--- src/rtl/uart_rx_fifo.sv ---
module uart_rx_fifo #(
  parameter int DEPTH = 16,
  parameter int OSR   = 16
)(
  input  logic       clk,
  input  logic       rst_n,
  input  logic       rx_tick,
  input  logic       rx_in,
  input  logic [1:0] len_sel,
  input  logic       par_en,
  input  logic       par_even,
  input  logic       par_stick,
  input  logic [2:0] addr,
  input  logic       rd,
  input  logic       wr,
  input  logic [7:0] wdata,
  output logic [7:0] rdata,
  output logic       rx_ready,
  output logic       rx_trig
);
  localparam int TW = $clog2(OSR);
  localparam int AW = $clog2(DEPTH);
  localparam int CW = $clog2(DEPTH + 1);
  localparam logic [TW-1:0] T_MID = TW'(OSR / 2 - 1);
  localparam logic [TW-1:0] T_END = TW'(OSR - 1);
  localparam logic [CW-1:0] FULL  = CW'(DEPTH);

  typedef enum logic [2:0] {S_IDLE, S_START, S_DATA, S_PAR, S_STOP, S_HOLD} st_t;

  st_t           st;
  logic [TW-1:0] tcnt;
  logic [2:0]    bidx;
  logic [7:0]    dreg;
  logic          pbit;

  logic [10:0]   mem [DEPTH];
  logic [AW-1:0] wptr, rptr;
  logic [CW-1:0] cnt, errcnt;
  logic [1:0]    trg_sel;
  logic [CW-1:0] lvl;
  logic [2:0]    hf;
  logic          oe;

  function automatic logic [AW-1:0] nxt(input logic [AW-1:0] p);
    return (p == AW'(DEPTH - 1)) ? '0 : p + 1'b1;
  endfunction

  wire last_bit   = bidx == (3'd4 + {1'b0, len_sel});
  wire exp_par    = par_stick ? ~par_even : (par_even ? ^dreg : ~^dreg);
  wire frame_done = rx_tick && st == S_STOP && tcnt == T_END;
  wire bi_n       = !rx_in && dreg == 8'd0 && (!par_en || !pbit);
  wire fe_n       = !rx_in;
  wire pe_n       = par_en && !bi_n && (pbit != exp_par);
  wire [2:0] new_flags = {bi_n, fe_n, pe_n};

  wire lsr_rd = rd && addr == 3'd5;
  wire clr    = wr && addr == 3'd2 && wdata[1];
  wire pop    = rd && addr == 3'd0 && cnt != '0;
  wire push   = frame_done && !clr && (cnt != FULL || pop);
  wire ovr    = frame_done && !clr && cnt == FULL && !pop;
  wire [10:0] head = mem[rptr];

  logic       unused_ok;
  assign unused_ok = ^{wdata[5:2], wdata[0]};

  always_ff @(posedge clk or negedge rst_n) begin
    if (!rst_n) begin
      st <= S_IDLE; tcnt <= '0; bidx <= '0; dreg <= '0; pbit <= 1'b0;
    end else if (rx_tick) begin
      tcnt <= tcnt + 1'b1;
      case (st)
        S_IDLE:  if (!rx_in) begin st <= S_START; tcnt <= '0; end
        S_START: if (tcnt == T_MID) begin
                   tcnt <= '0;
                   if (!rx_in) begin st <= S_DATA; bidx <= '0; dreg <= '0; end
                   else st <= S_IDLE;
                 end
        S_DATA:  if (tcnt == T_END) begin
                   dreg[bidx] <= rx_in;
                   if (last_bit) st <= par_en ? S_PAR : S_STOP;
                   else bidx <= bidx + 1'b1;
                 end
        S_PAR:   if (tcnt == T_END) begin pbit <= rx_in; st <= S_STOP; end
        S_STOP:  if (tcnt == T_END) st <= rx_in ? S_IDLE : S_HOLD;
        default: if (rx_in) st <= S_IDLE;
      endcase
    end
  end

  logic       nh_valid;
  logic [2:0] nh_flags;
  always_comb begin
    nh_valid = 1'b0;
    nh_flags = new_flags;
    if (!clr) begin
      if (pop) begin
        if (cnt >= CW'(2)) begin nh_valid = 1'b1; nh_flags = mem[nxt(rptr)][10:8]; end
        else if (push) nh_valid = 1'b1;
      end else if (push && cnt == '0) nh_valid = 1'b1;
    end
  end

  always_ff @(posedge clk) if (push) mem[wptr] <= {new_flags, dreg};

  always_ff @(posedge clk or negedge rst_n) begin
    if (!rst_n) begin
      wptr <= '0; rptr <= '0; cnt <= '0; errcnt <= '0;
    end else if (clr) begin
      wptr <= '0; rptr <= '0; cnt <= '0; errcnt <= '0;
    end else begin
      if (push) wptr <= nxt(wptr);
      if (pop)  rptr <= nxt(rptr);
      cnt    <= cnt + CW'(push) - CW'(pop);
      errcnt <= errcnt + CW'(push && |new_flags) - CW'(pop && |head[10:8]);
    end
  end

  always_ff @(posedge clk or negedge rst_n) begin
    if (!rst_n) begin
      hf <= '0; oe <= 1'b0; trg_sel <= '0;
    end else begin
      hf <= (lsr_rd ? 3'b000 : hf) | (nh_valid ? nh_flags : 3'b000);
      oe <= (oe && !lsr_rd) || ovr;
      if (wr && addr == 3'd2) trg_sel <= wdata[7:6];
    end
  end

  always_comb begin
    case (trg_sel)
      2'd0:    lvl = CW'(1);
      2'd1:    lvl = CW'(4);
      2'd2:    lvl = CW'(8);
      default: lvl = CW'(14);
    endcase
  end

  assign rx_ready = cnt != '0;
  assign rx_trig  = cnt >= lvl;
  assign rdata = (addr == 3'd0) ? (rx_ready ? head[7:0] : 8'd0) :
                 (addr == 3'd5) ? {errcnt != '0, 2'b00, hf, oe, rx_ready} : 8'd0;

  assert_false_start_R1: assert property (@(posedge clk) disable iff (!rst_n)
    (rx_tick && st == S_START && tcnt == T_MID && rx_in) |=> st == S_IDLE);
  assert_overrun_keeps_R7: assert property (@(posedge clk) disable iff (!rst_n)
    ovr |=> (cnt == FULL && oe));
  assert_err_bound_R8: assert property (@(posedge clk) disable iff (!rst_n)
    errcnt <= cnt);
  assert_status_clear_R9: assert property (@(posedge clk) disable iff (!rst_n)
    (lsr_rd && !frame_done) |=> !oe);
  assert_flush_R10: assert property (@(posedge clk) disable iff (!rst_n)
    clr |=> (cnt == '0 && !rx_ready));
endmodule

--- config.mk ---
export PLATFORM = sky130hd
export DESIGN_NAME = uart_rx_fifo
export DESIGN_NICKNAME = d
export VERILOG_FILES = /design/src/rtl/uart_rx_fifo.sv
export SDC_FILE = /design/constraint.sdc
export NUM_CORES = 1
export LEC_CHECK = 0
export ABC_AREA = 1
export BUFFER_PORTS_ARGS = -buffer_cell sky130_fd_sc_hd__buf_2
export CAP_MARGIN = 40
export CORE_MARGIN = 2
export CORE_UTILIZATION = 62
export DETAILED_ROUTE_END_ITERATION = 7
export GPL_TIMING_DRIVEN = 0
export PLACE_DENSITY = 0.77
export SYNTH_ARGS = -nofsm -noshare
export SYNTH_HDL_FRONTEND = slang
export SYNTH_SLANG_ARGS = --single-unit
--- constraint.sdc ---
create_clock -name clk -period 4.3 [get_ports clk]
set_clock_uncertainty 0.2 [all_clocks]
set_input_delay 0.645 -clock clk [delete_from_list [all_inputs] [get_ports clk]]
set_output_delay 0.645 -clock clk [all_outputs]
set_load 0.01 [all_outputs]
# After elaboration in Yosys (flattened, before gate mapping)
# Memories as Yosys holds them, arrays and structs flattened.
# Index checks and enable logic that the tools add are counted.
word_totals:
  ram_bits: 176
  register_bits: 43
  mem_count: 1
  in_bits: 22
  word_cells: 152
mem_list:
  columns: ["memory", "depth", "width", "rd", "rd_ports_with_merged_regs", "write_ports", "line", "text"]
  rows:
  - ["mem", 16, 11, 2, 0, 1, "36", "logic [10:0] mem [DEPTH];"]
classes:
  n_eq_ne: 24
  order_cmp: 4
  n_reduce_logical: 49
  mux: 51
  bitwise_logic: 2
  n_addsub: 9
ops:
  columns: ["cell", "count"]
  rows:
  - ["$mux 3", 18]
  - ["$mux 8", 6]
  - ["$mux 4", 8]
  - ["$logic_and 1x1->1", 20]
  - ["$pmux 8 s2", 1]
  - ["$pmux 3 s5", 1]
  - ["$ne 2x2->1 const B", 7]
  - ["$add 4x1->4 const B", 3]
  - ["$eq 4x4->1 const B", 3]
  - ["$pmux 4 s3", 1]
  - ["$add 5x1->5", 2]
  - ["$mux 5", 2]
  - ["$reduce_bool 5->1", 2]
  - ["$sub 5x1->5", 2]
  - ["$eq 3x2->1 const B", 3]
  - ["$mux 1", 9]
  - ["$bwmux 8", 1]
  - ["$logic_not 8->1", 1]
  - ["$pmux 4 s2", 1]
  - ["$reduce_and 8->1", 1]
  - ["$reduce_xnor 8->1", 1]
  - ["$reduce_xor 8->1", 1]
  - ["$logic_not 1->1", 7]
  - ["$eq 3x3->1 const B", 2]
  - ["other kinds (30)", 36]

# Depth between registers and ports, before layout
# Gate-level depths: netlist of run 1.
logic_depth:
  word_depth: 12
  mapped_depth: 22
  ltp_nobuf: 22

# Least setup slack after synthesis of run 1
# OpenSTA, ideal clock, no wires.
synth_path:
  path_kind: "reg-to-reg"
  start: "register dreg[0]"
  end: "register errcnt[4]"
  t_arrival_ps: 3407
  setup_slack_ps: 575
  path_stages_with_launch: 20
  cell_sequence: "dfrtp_1 -> inv_1 -> ha_1 -> nand4_1 -> a211oi_1 -> nor2_1 -> nand2_1 -> inv_1 -> o21ai_0 -> ha_1 -> inv_1 -> ha_1 -> inv_1 -> fa_1 -> inv_1 -> nand2_1 -> a21oi_1 -> nor2_1 -> xor2_1 -> nor2_1"
synth_via:
  elab_chain_cells: 11
synth_rtl:
  columns: ["element", "line", "text"]
  rows:
  - ["start: declaration", "33", "logic [7:0] dreg;"]
  - ["start signal: indexed assignment", "79", "dreg[bidx] <= rx_in;"]
  - ["$logic_not 8->1", "51", "wire bi_n = !rx_in && dreg == 8'd0 && (!par_en || !pbit);"]
  - ["$logic_and 1x1->1 (2 in series)", "51", null]
  - ["named net bi_n", "51", null]
  - ["$logic_not 1->1", "53", "wire pe_n = par_en && !bi_n && (pbit != exp_par);"]
  - ["$logic_and 1x1->1 (2 in series)", "53", null]
  - ["named net pe_n", "53", null]
  - ["$reduce_or 3->1", "114", "errcnt <= errcnt + CW'(push && |new_flags) - CW'(pop && |head[10:8]);"]
  - ["$logic_and 1x1->1", "114", null]
  - ["$add 5x1->5", "114", null]
  - ["$sub 5x1->5", "114", null]
  - ["$mux 5", "108", "end else if (clr) begin"]
  - ["end signal: assignment", "114", null]
  - ["end: declaration", "38", "logic [CW-1:0] cnt, errcnt;"]
# The timed path passes the listed nets, and every way through them passes these cells.
# A chain may end at the register's enable or synchronous reset.

# Worst setup path in the final report of run 1
layout_path:
  start: "register rptr[2]"
  end: "register errcnt[4]"
layout_via:
  elab_chain_cells: 5
layout_rtl:
  columns: ["element", "line", "text"]
  rows:
  - ["start: declaration", "37", "logic [AW-1:0] wptr, rptr;"]
  - ["start signal: assignment", "112", "if (pop) rptr <= nxt(rptr);"]
  - ["$mem_v2 16x11", null, null]
  - ["$reduce_or 3->1", "114", null]
  - ["$logic_and 1x1->1", "114", null]
  - ["$sub 5x1->5", "114", null]
  - ["$mux 5", "108", null]
# No other way between the ends.

==> results.yml, run 1 <==
critical_path:
  reg2reg_slack_ns: 0.45
  crit_chain: "buf_4, inv_1, clkbuf_1, nor2_1, o21ai_0, nand3_1, nand2_1, nand2_1, nor2_1, ha_1, inv_1, ha_1, inv_1, fa_1, inv_1, nand2_1, a21oi_1, nor2_1, xor2_1, nor2_1"
  max_stage_delay_ns: 0.59
  reg2regPathDepth: 20
  cp-start-kind: "flop"
  crit_cells: 20
  cp-end-kind: "flop"
  path_buf_inv: 6
  arrival_ns: 4.09
  cp_top_family: "buffers and inverters"
  cp_slowest_cell: "clkbuf_1"
  crit_type: "flop to flop"
  cp.required_ns: 4.54
  crit_fanout: 10
pwr:
  switching_share_pct: 37.8
  p_int_mw: 4.72
  switchingPower_mw: 2.86
  power.share.clock_pct: 25.9
  p_comb_share_pct: 35.5
  irDropWorstVdd_uv: 474
  p_total_mw: 7.58
  seqPwrFrac_pct: 38.6
  powerDensity_nw_per_um2: 650
  leakage_nw: 4.68
timing:
  period_needed_ns: 3.85
  hold_slack_ns: 0.182
  rsz0062_at_grt: "false"
  fmax_mhz: 260
  slew_headroom_pct: 47.1
  tightest_slew_ns: 0.792
  setup_violations: 0
  finalMaxSlewViolations: 0
  hold_violations: 0
  min_period_over_period_pct: 89.5
logic_synthesis:
  ys_seq_elements: 219
  synth_top_cells_by_area: "edfxtp_1 (51%), dfrtp_1 (10%), nor2_1 (5.1%), nand2_1 (4.8%), o21ai_0 (4.7%)"
  synth.yosys.seq_area_share_pct: 61.8
  synth_commonest_cells: "edfxtp_1 (176), nor2_1 (140), nand2_1 (131)"
  synth.cell_area_sq_um: 10300
  ys.flop_type: "edfxtp_1"
  async_flop_share_pct: 19.6
  synth-edff-count: 176
  synth_largest_area_cell: "edfxtp_1"
  synth_top_cell_area_share_pct: 51.3
  synth.avg_cell_area_sq_um: 10.5
  synth_cell_types: 45
  synth_most_common_cell: "edfxtp_1"
  synth_cells: 980
  syn-num-nets: 1034
  ys_warn_count: 0
routing:
  dr.first_iter.drc_count: 1005
  firstDrtPassIters: 6
  drcViolationCount: 0
  wl_per_cell_um: 20.0
  num_vias: 7788
  wl_um: 25800
  ant_nets: 0
  viasPerCell: 6.04
place:
  io_buffers: 26
  gp_congestion: 0.945
  dp.final_hpwl_um: 17700
finish:
  antennaDiodeCount: 0
  syn2layout_area_growth_pct: 13.3
  drive_gt1_share_pct: 15.1
  fin_nets: 1106
min_path:
  whs_path_depth: 3
  hp-class: "input pin to flop"
clocking:
  cts_root_buf: "clkbuf_16"
  numCtsBuffers: 23
  clk_latency_ns: 0.51
  htreeDepth: 1
  clock-sinks: 219
  path_clk_slew_ns: 0.06
  clockBufferDepth: 3
  tritoncts: "yes"
floorplanning:
  core_area_sq_um: 16400
  fp.dieH_um: 133
  dieArea_sq_um: 17600
  initial_core_util_pct: 62.7
  die_w_um: 133
  std_cell_rows: 47
  io_pins: 32
global_route:
  grt_use_total_pct: 29.9
  grt_pass1_wl_um: 40300
  grt_start_max_net_pins: 30
  overflow: 0
  grt_pass1_vias: 7476
  antenna_found_initial: 0
flow_run:
  cap_violations: 0
outcome:
  outcome: "complete, no violations"
repair_timing:
item | in CTS | in global routing
resized for setup | 0 | 9
hold buffers | 1 | 0
buffers inserted | 0 | 2
hold endpoints to repair | 14 | 0
setup endpoints to repair | 0 | 3
path summary, 6_finish.rpt:
check                      startpoint         end
min in group asynchronous       rst_n   errcnt[2]
setup reg to reg              rptr[2]   errcnt[4]
setup / recovery              rptr[2]   errcnt[4]
max in group asynchronous       rst_n     dreg[7]
hold reg to reg                 hf[0]       hf[0]
hold / removal               wdata[7]  trg_sel[1]
through the flow:
step	std cells	setup WS [ns]	area, sq um	util, %	TNS [ns]
after floorplan	980	0.575	10300	-	0
after global placement	1226	-1.04	10700	65.2	-3.46
after detailed placement	1244	0.0989	10900	66.2	0
after CTS	1287	0.0609	11600	70.9	0
after global routing	1289	0.231	11700	71.1	0
final	1289	0.452	11700	71.1	0
cell families (layout without fill, tap and decap cells):
logic type,Yosys count,in the layout,synth area share (%)
flip-flops,219,219,61.8
multiplexers,1,1,0.0973
AND/OR/NAND/NOR,377,377,15.9
AO/OA/AOI/OAI,204,204,11.5
buffers and inverters,137,226,5.74
XOR/XNOR,10,10,0.851
adder cells (fa/ha/maj),32,32,4.04
registers in the layout (all words and copies together) (netlist names), 2 cells and up:
signal and flops:
mem 176, bidx 3, rptr 4, st 3
hf 3, trg_sel 2, tcnt 4, cnt 5
wptr 4, dreg 8, errcnt 5
routing by layer:
layer  share of wire, %  wire length [um]  vias to the layer above  global-route usage, %
met2                 47             12300                      455                   49.0
met3                 10              2630                       62                   4.87
li1                   -                 -                     3569                      -
met5                  0                 0                        -                      0
met1                 39             10100                     3702                   40.5
met4                3.2               830                        0                   11.7
cells in the final DEF (no fill, tap or decap), types with 21 or more instances in the layout:
master	instances
o21ai_0	97
nand2_1	131
buf_2	45
buf_4	22
inv_1	86
nor2_1	140
o211ai_1	21
edfxtp_1	176
dfrtp_1	35
clkbuf_16	23
a21oi_1	32
ha_1	30
nand3_1	66
worst reg2reg max path: stages, from the launching register on:
cell and delay, ns:
dfrtp_1 0.37, buf_4 0.18, inv_1 0.07, clkbuf_1 0.59, nor2_1 0.29, o21ai_0 0.18, nand3_1 0.13, nand2_1 0.14
nand2_1 0.07, nor2_1 0.12, ha_1 0.25, inv_1 0.06, ha_1 0.15, inv_1 0.05, fa_1 0.36, inv_1 0.07
nand2_1 0.08, a21oi_1 0.14, nor2_1 0.06, xor2_1 0.13, nor2_1 0.09
power by group through the flow:
stage               Sequential [mW]  Combinational (mW)  Clock [mW]
floorplan                      2.86                1.79           0
global placement               2.95                2.51           0
detailed placement             2.95                2.59           0
CTS                            2.91                2.61        1.97
global route                   2.95                2.97        2.05
finish                         2.92                2.69        1.96
final cells by class:
cell class / instances / area [sq um]
Sequential cell: 219 / 6370
Fill cell: 1130 / 4750
Multi-Input combinational cell: 624 / 3350
Clock buffer: 30 / 632
Inverter: 98 / 374
Timing Repair Buffer: 47 / 318
Tap cell: 220 / 275
Buffer: 39 / 220
Clock inverter: 12 / 121
Note: power is estimated with default switching activity, not from simulation.
==> inputs of run 2 (changes only) <==
--- a/config.mk
+++ b/config.mk
@@ -8,10 +8,12 @@
 export ABC_AREA = 1
 export BUFFER_PORTS_ARGS = -buffer_cell sky130_fd_sc_hd__buf_2
 export CAP_MARGIN = 40
+export CORE_ASPECT_RATIO = 2
 export CORE_MARGIN = 2
 export CORE_UTILIZATION = 62
 export DETAILED_ROUTE_END_ITERATION = 7
 export GPL_TIMING_DRIVEN = 0
+export MAX_ROUTING_LAYER = met4
 export PLACE_DENSITY = 0.77
 export SYNTH_ARGS = -nofsm -noshare
 export SYNTH_HDL_FRONTEND = slang
==> run 2 against run 1 <==
- routed wire length grew 9.2%
- fmax grew 0.79%
- flip-flop and latch count unchanged
- sequential power about the same
- worst setup slack improved by 0.030 ns
- via count is 1.5% higher
- clock power decreased by 20%
- total power decreased by 3.3%
- cell count fell by 1.9%
- core utilization shrank 0.55 points
- critical path depth rose by 2
- critical path type unchanged
- highest routed layer unchanged
==> results.yml, run 2 (synthesized netlist as in run 1, its figures left out) <==
critical_path:
  crit_fanout: 17
  timing.rr.end: "errcnt[4]"
  critPathMostFrequentCell: "nand2_1"
  arrival_ns: 3.99
  reg2regPathDepth: 22
  cp_top_family: "adder cells"
  cp-end-kind: "flop"
  crit_chain: "inv_1, ha_1, xnor2_1, nand2_1, nand2_1, nand2_1, nand2_1, nand2_1, nand2_1, clkinvlp_4, o21ai_0, ha_1, inv_1, ha_1, inv_1, fa_1, inv_1, nand2_1, a21oi_1, nor2_1, xor2_1, nor2_1"
  timing.rr.start: "dreg[6]"
  crit_type: "flop to flop"
  path_buf_inv: 5
  reg2reg_slack_ns: 0.48
  cp.required_ns: 4.48
  max_stage_delay_ns: 0.60
  cp-start-kind: "flop"
  cp_slowest_cell: "dfrtp_2"
routing:
  drcViolationCount: 0
  dr.first_iter.drc_count: 938
  num_vias: 7906
  wl_um: 28200
  viasPerCell: 6.25
  wl_per_cell_um: 22.3
  firstDrtPassIters: 6
  ant_nets: 0
global_route:
  grt_pass1_vias: 7750
  antenna_found_initial: 0
  grt_start_max_net_pins: 35
  overflow: 0
  grt_pass1_wl_um: 42800
  grt_use_total_pct: 34.3
pwr:
  switching_share_pct: 39.9
  power.share.clock_pct: 21.5
  powerDensity_nw_per_um2: 639
  seqPwrFrac_pct: 40.1
  p_comb_share_pct: 38.4
  leakage_nw: 4.58
  p_int_mw: 4.40
  irDropWorstVdd_uv: 653
  switchingPower_mw: 2.92
floorplanning:
  dieArea_sq_um: 17700
  std_cell_rows: 66
  fp.dieH_um: 186
  io_pins: 32
  die_w_um: 95.1
  initial_core_util_pct: 63.3
  core_area_sq_um: 16300
outcome:
  outcome: "complete, no violations"
clocking:
  clock-sinks: 219
  path_clk_slew_ns: 0.07
  htreeDepth: 1
  tritoncts: "yes"
  cts_root_buf: "clkbuf_16"
  clk_latency_ns: 0.49
  clockBufferDepth: 3
  numCtsBuffers: 18
finish:
  stdcell_area_sq_um: 11500
  fin_nets: 1102
  syn2layout_area_growth_pct: 11.4
  top_register: "mem"
  layout_common_cells: "edfxtp_1 (176), nor2_1 (140), nand2_1 (131), o21ai_0 (97), inv_1 (86)"
  drive_gt1_share_pct: 14.2
  final_common_cell: "edfxtp_1"
  largestRegisters: "mem: 176 flops, dreg: 8 flops"
  antennaDiodeCount: 0
  largest_reg_flops: 176
timing:
  rsz0062_at_grt: "false"
  tightest_slew_ns: 0.829
  worst_slack_ns: 0.482
  finalMaxSlewViolations: 0
  setup_violations: 0
  fmax_mhz: 262
  hold_violations: 0
  finalSetupTns_ns: 0
  slew_headroom_pct: 44.7
  period_needed_ns: 3.82
  min_period_over_period_pct: 88.8
place:
  pre_cts_slack_ns: -0.200
  io_buffers: 26
  dp.final_hpwl_um: 20300
  gp_congestion: 0.906
  postPlaceCellArea_sq_um: 10900
min_path:
  hp-class: "input pin to flop"
  hold_end: "trg_sel[0]"
  whs_path_depth: 3
  min_from: "wdata[6]"
flow_run:
  cap_violations: 0
[run 2: changes by cell type in the layout (fill, tap and decap cells not counted), sizes merged]
cell / before / now
inv: 98 / 96
buf: 77 / 78
clkbuf: 38 / 31
bufinv: 2 / 0
clkinvlp: 2 / 3
[run 2: worst max-delay path by stage]
stage | start | end | slack (ns) | depth (start not counted)
floorplan | dreg[0] | errcnt[4] | 0.57 | 19
global placement | dreg[6] | errcnt[4] | -1.38 | 19
detailed placement | dreg[6] | errcnt[4] | -0.20 | 19
CTS | dreg[4] | errcnt[4] | 0.06 | 22
global route | dreg[6] | errcnt[4] | 0.18 | 22
finish | dreg[6] | errcnt[4] | 0.48 | 22
[run 2: per-stage QoR]
stage / util [%] / power (mW) / instances / hold WS [ns]
2_1_floorplan: - / 4.65 / 980 / 0.149
3_3_place_gp: 65.6 / 5.55 / 1210 / 0.263
3_5_place_dp: 66.8 / 5.65 / 1228 / 0.265
4_1_cts: 70.4 / 7.23 / 1262 / 0.210
5_1_grt: 70.5 / 7.64 / 1264 / 0.222
6_report: 70.5 / 7.32 / 1264 / 0.215
[run 2: power by group through the flow]
stage                     clock (mW)  combinational [mW]  sequential [mW]
after floorplan                    0                1.79             2.86
after global placement             0                2.58             2.96
after detailed placement           0                2.67             2.97
after CTS                       1.57                2.74             2.93
after global routing            1.63                3.05             2.96
final                           1.57                2.81             2.94
[run 2: per-layer routing]
metal	vias to the layer above	part of all wire, %	routed length (um)	GRT usage, %
met2	471	54	15100	59.1
li1	3556	-	-	-
met4	0	7.9	2220	23.7
met1	3741	32	8920	35.7
met5	-	0	0	-
met3	138	7.0	1970	4.07
[run 2: area by class of cell]
| class | count | area, sq um |
|---|---|---|
| Sequential cell | 219 | 6370 |
| Fill cell | 1164 | 4800 |
| Multi-Input combinational cell | 624 | 3350 |
| Clock buffer | 23 | 500 |
| Inverter | 98 | 374 |
| Timing Repair Buffer | 48 | 344 |
| Tap cell | 204 | 255 |
| Buffer | 39 | 220 |
| Clock inverter | 9 | 50.0 |
[run 2: worst reg2reg max path: stages, from the launching register on]
cell,delay [ns]
dfrtp_2,0.60
inv_1,0.12
ha_1,0.36
xnor2_1,0.18
nand2_1,0.07
nand2_1,0.10
nand2_1,0.06
nand2_1,0.05
nand2_1,0.04
nand2_1,0.15
clkinvlp_4,0.15
o21ai_0,0.17
ha_1,0.26
inv_1,0.05
ha_1,0.16
inv_1,0.06
fa_1,0.36
inv_1,0.09
nand2_1,0.07
a21oi_1,0.14
nor2_1,0.06
xor2_1,0.14
nor2_1,0.06
[run 2: timing repair]
action | CTS | global route
hold buffers | 1 | 0
hold endpoints to repair | 9 | 0
setup buffers | 1 | 2
gates resized for setup | 6 | 4
pin swaps | 1 | 0
setup endpoints to repair | 2 | 1
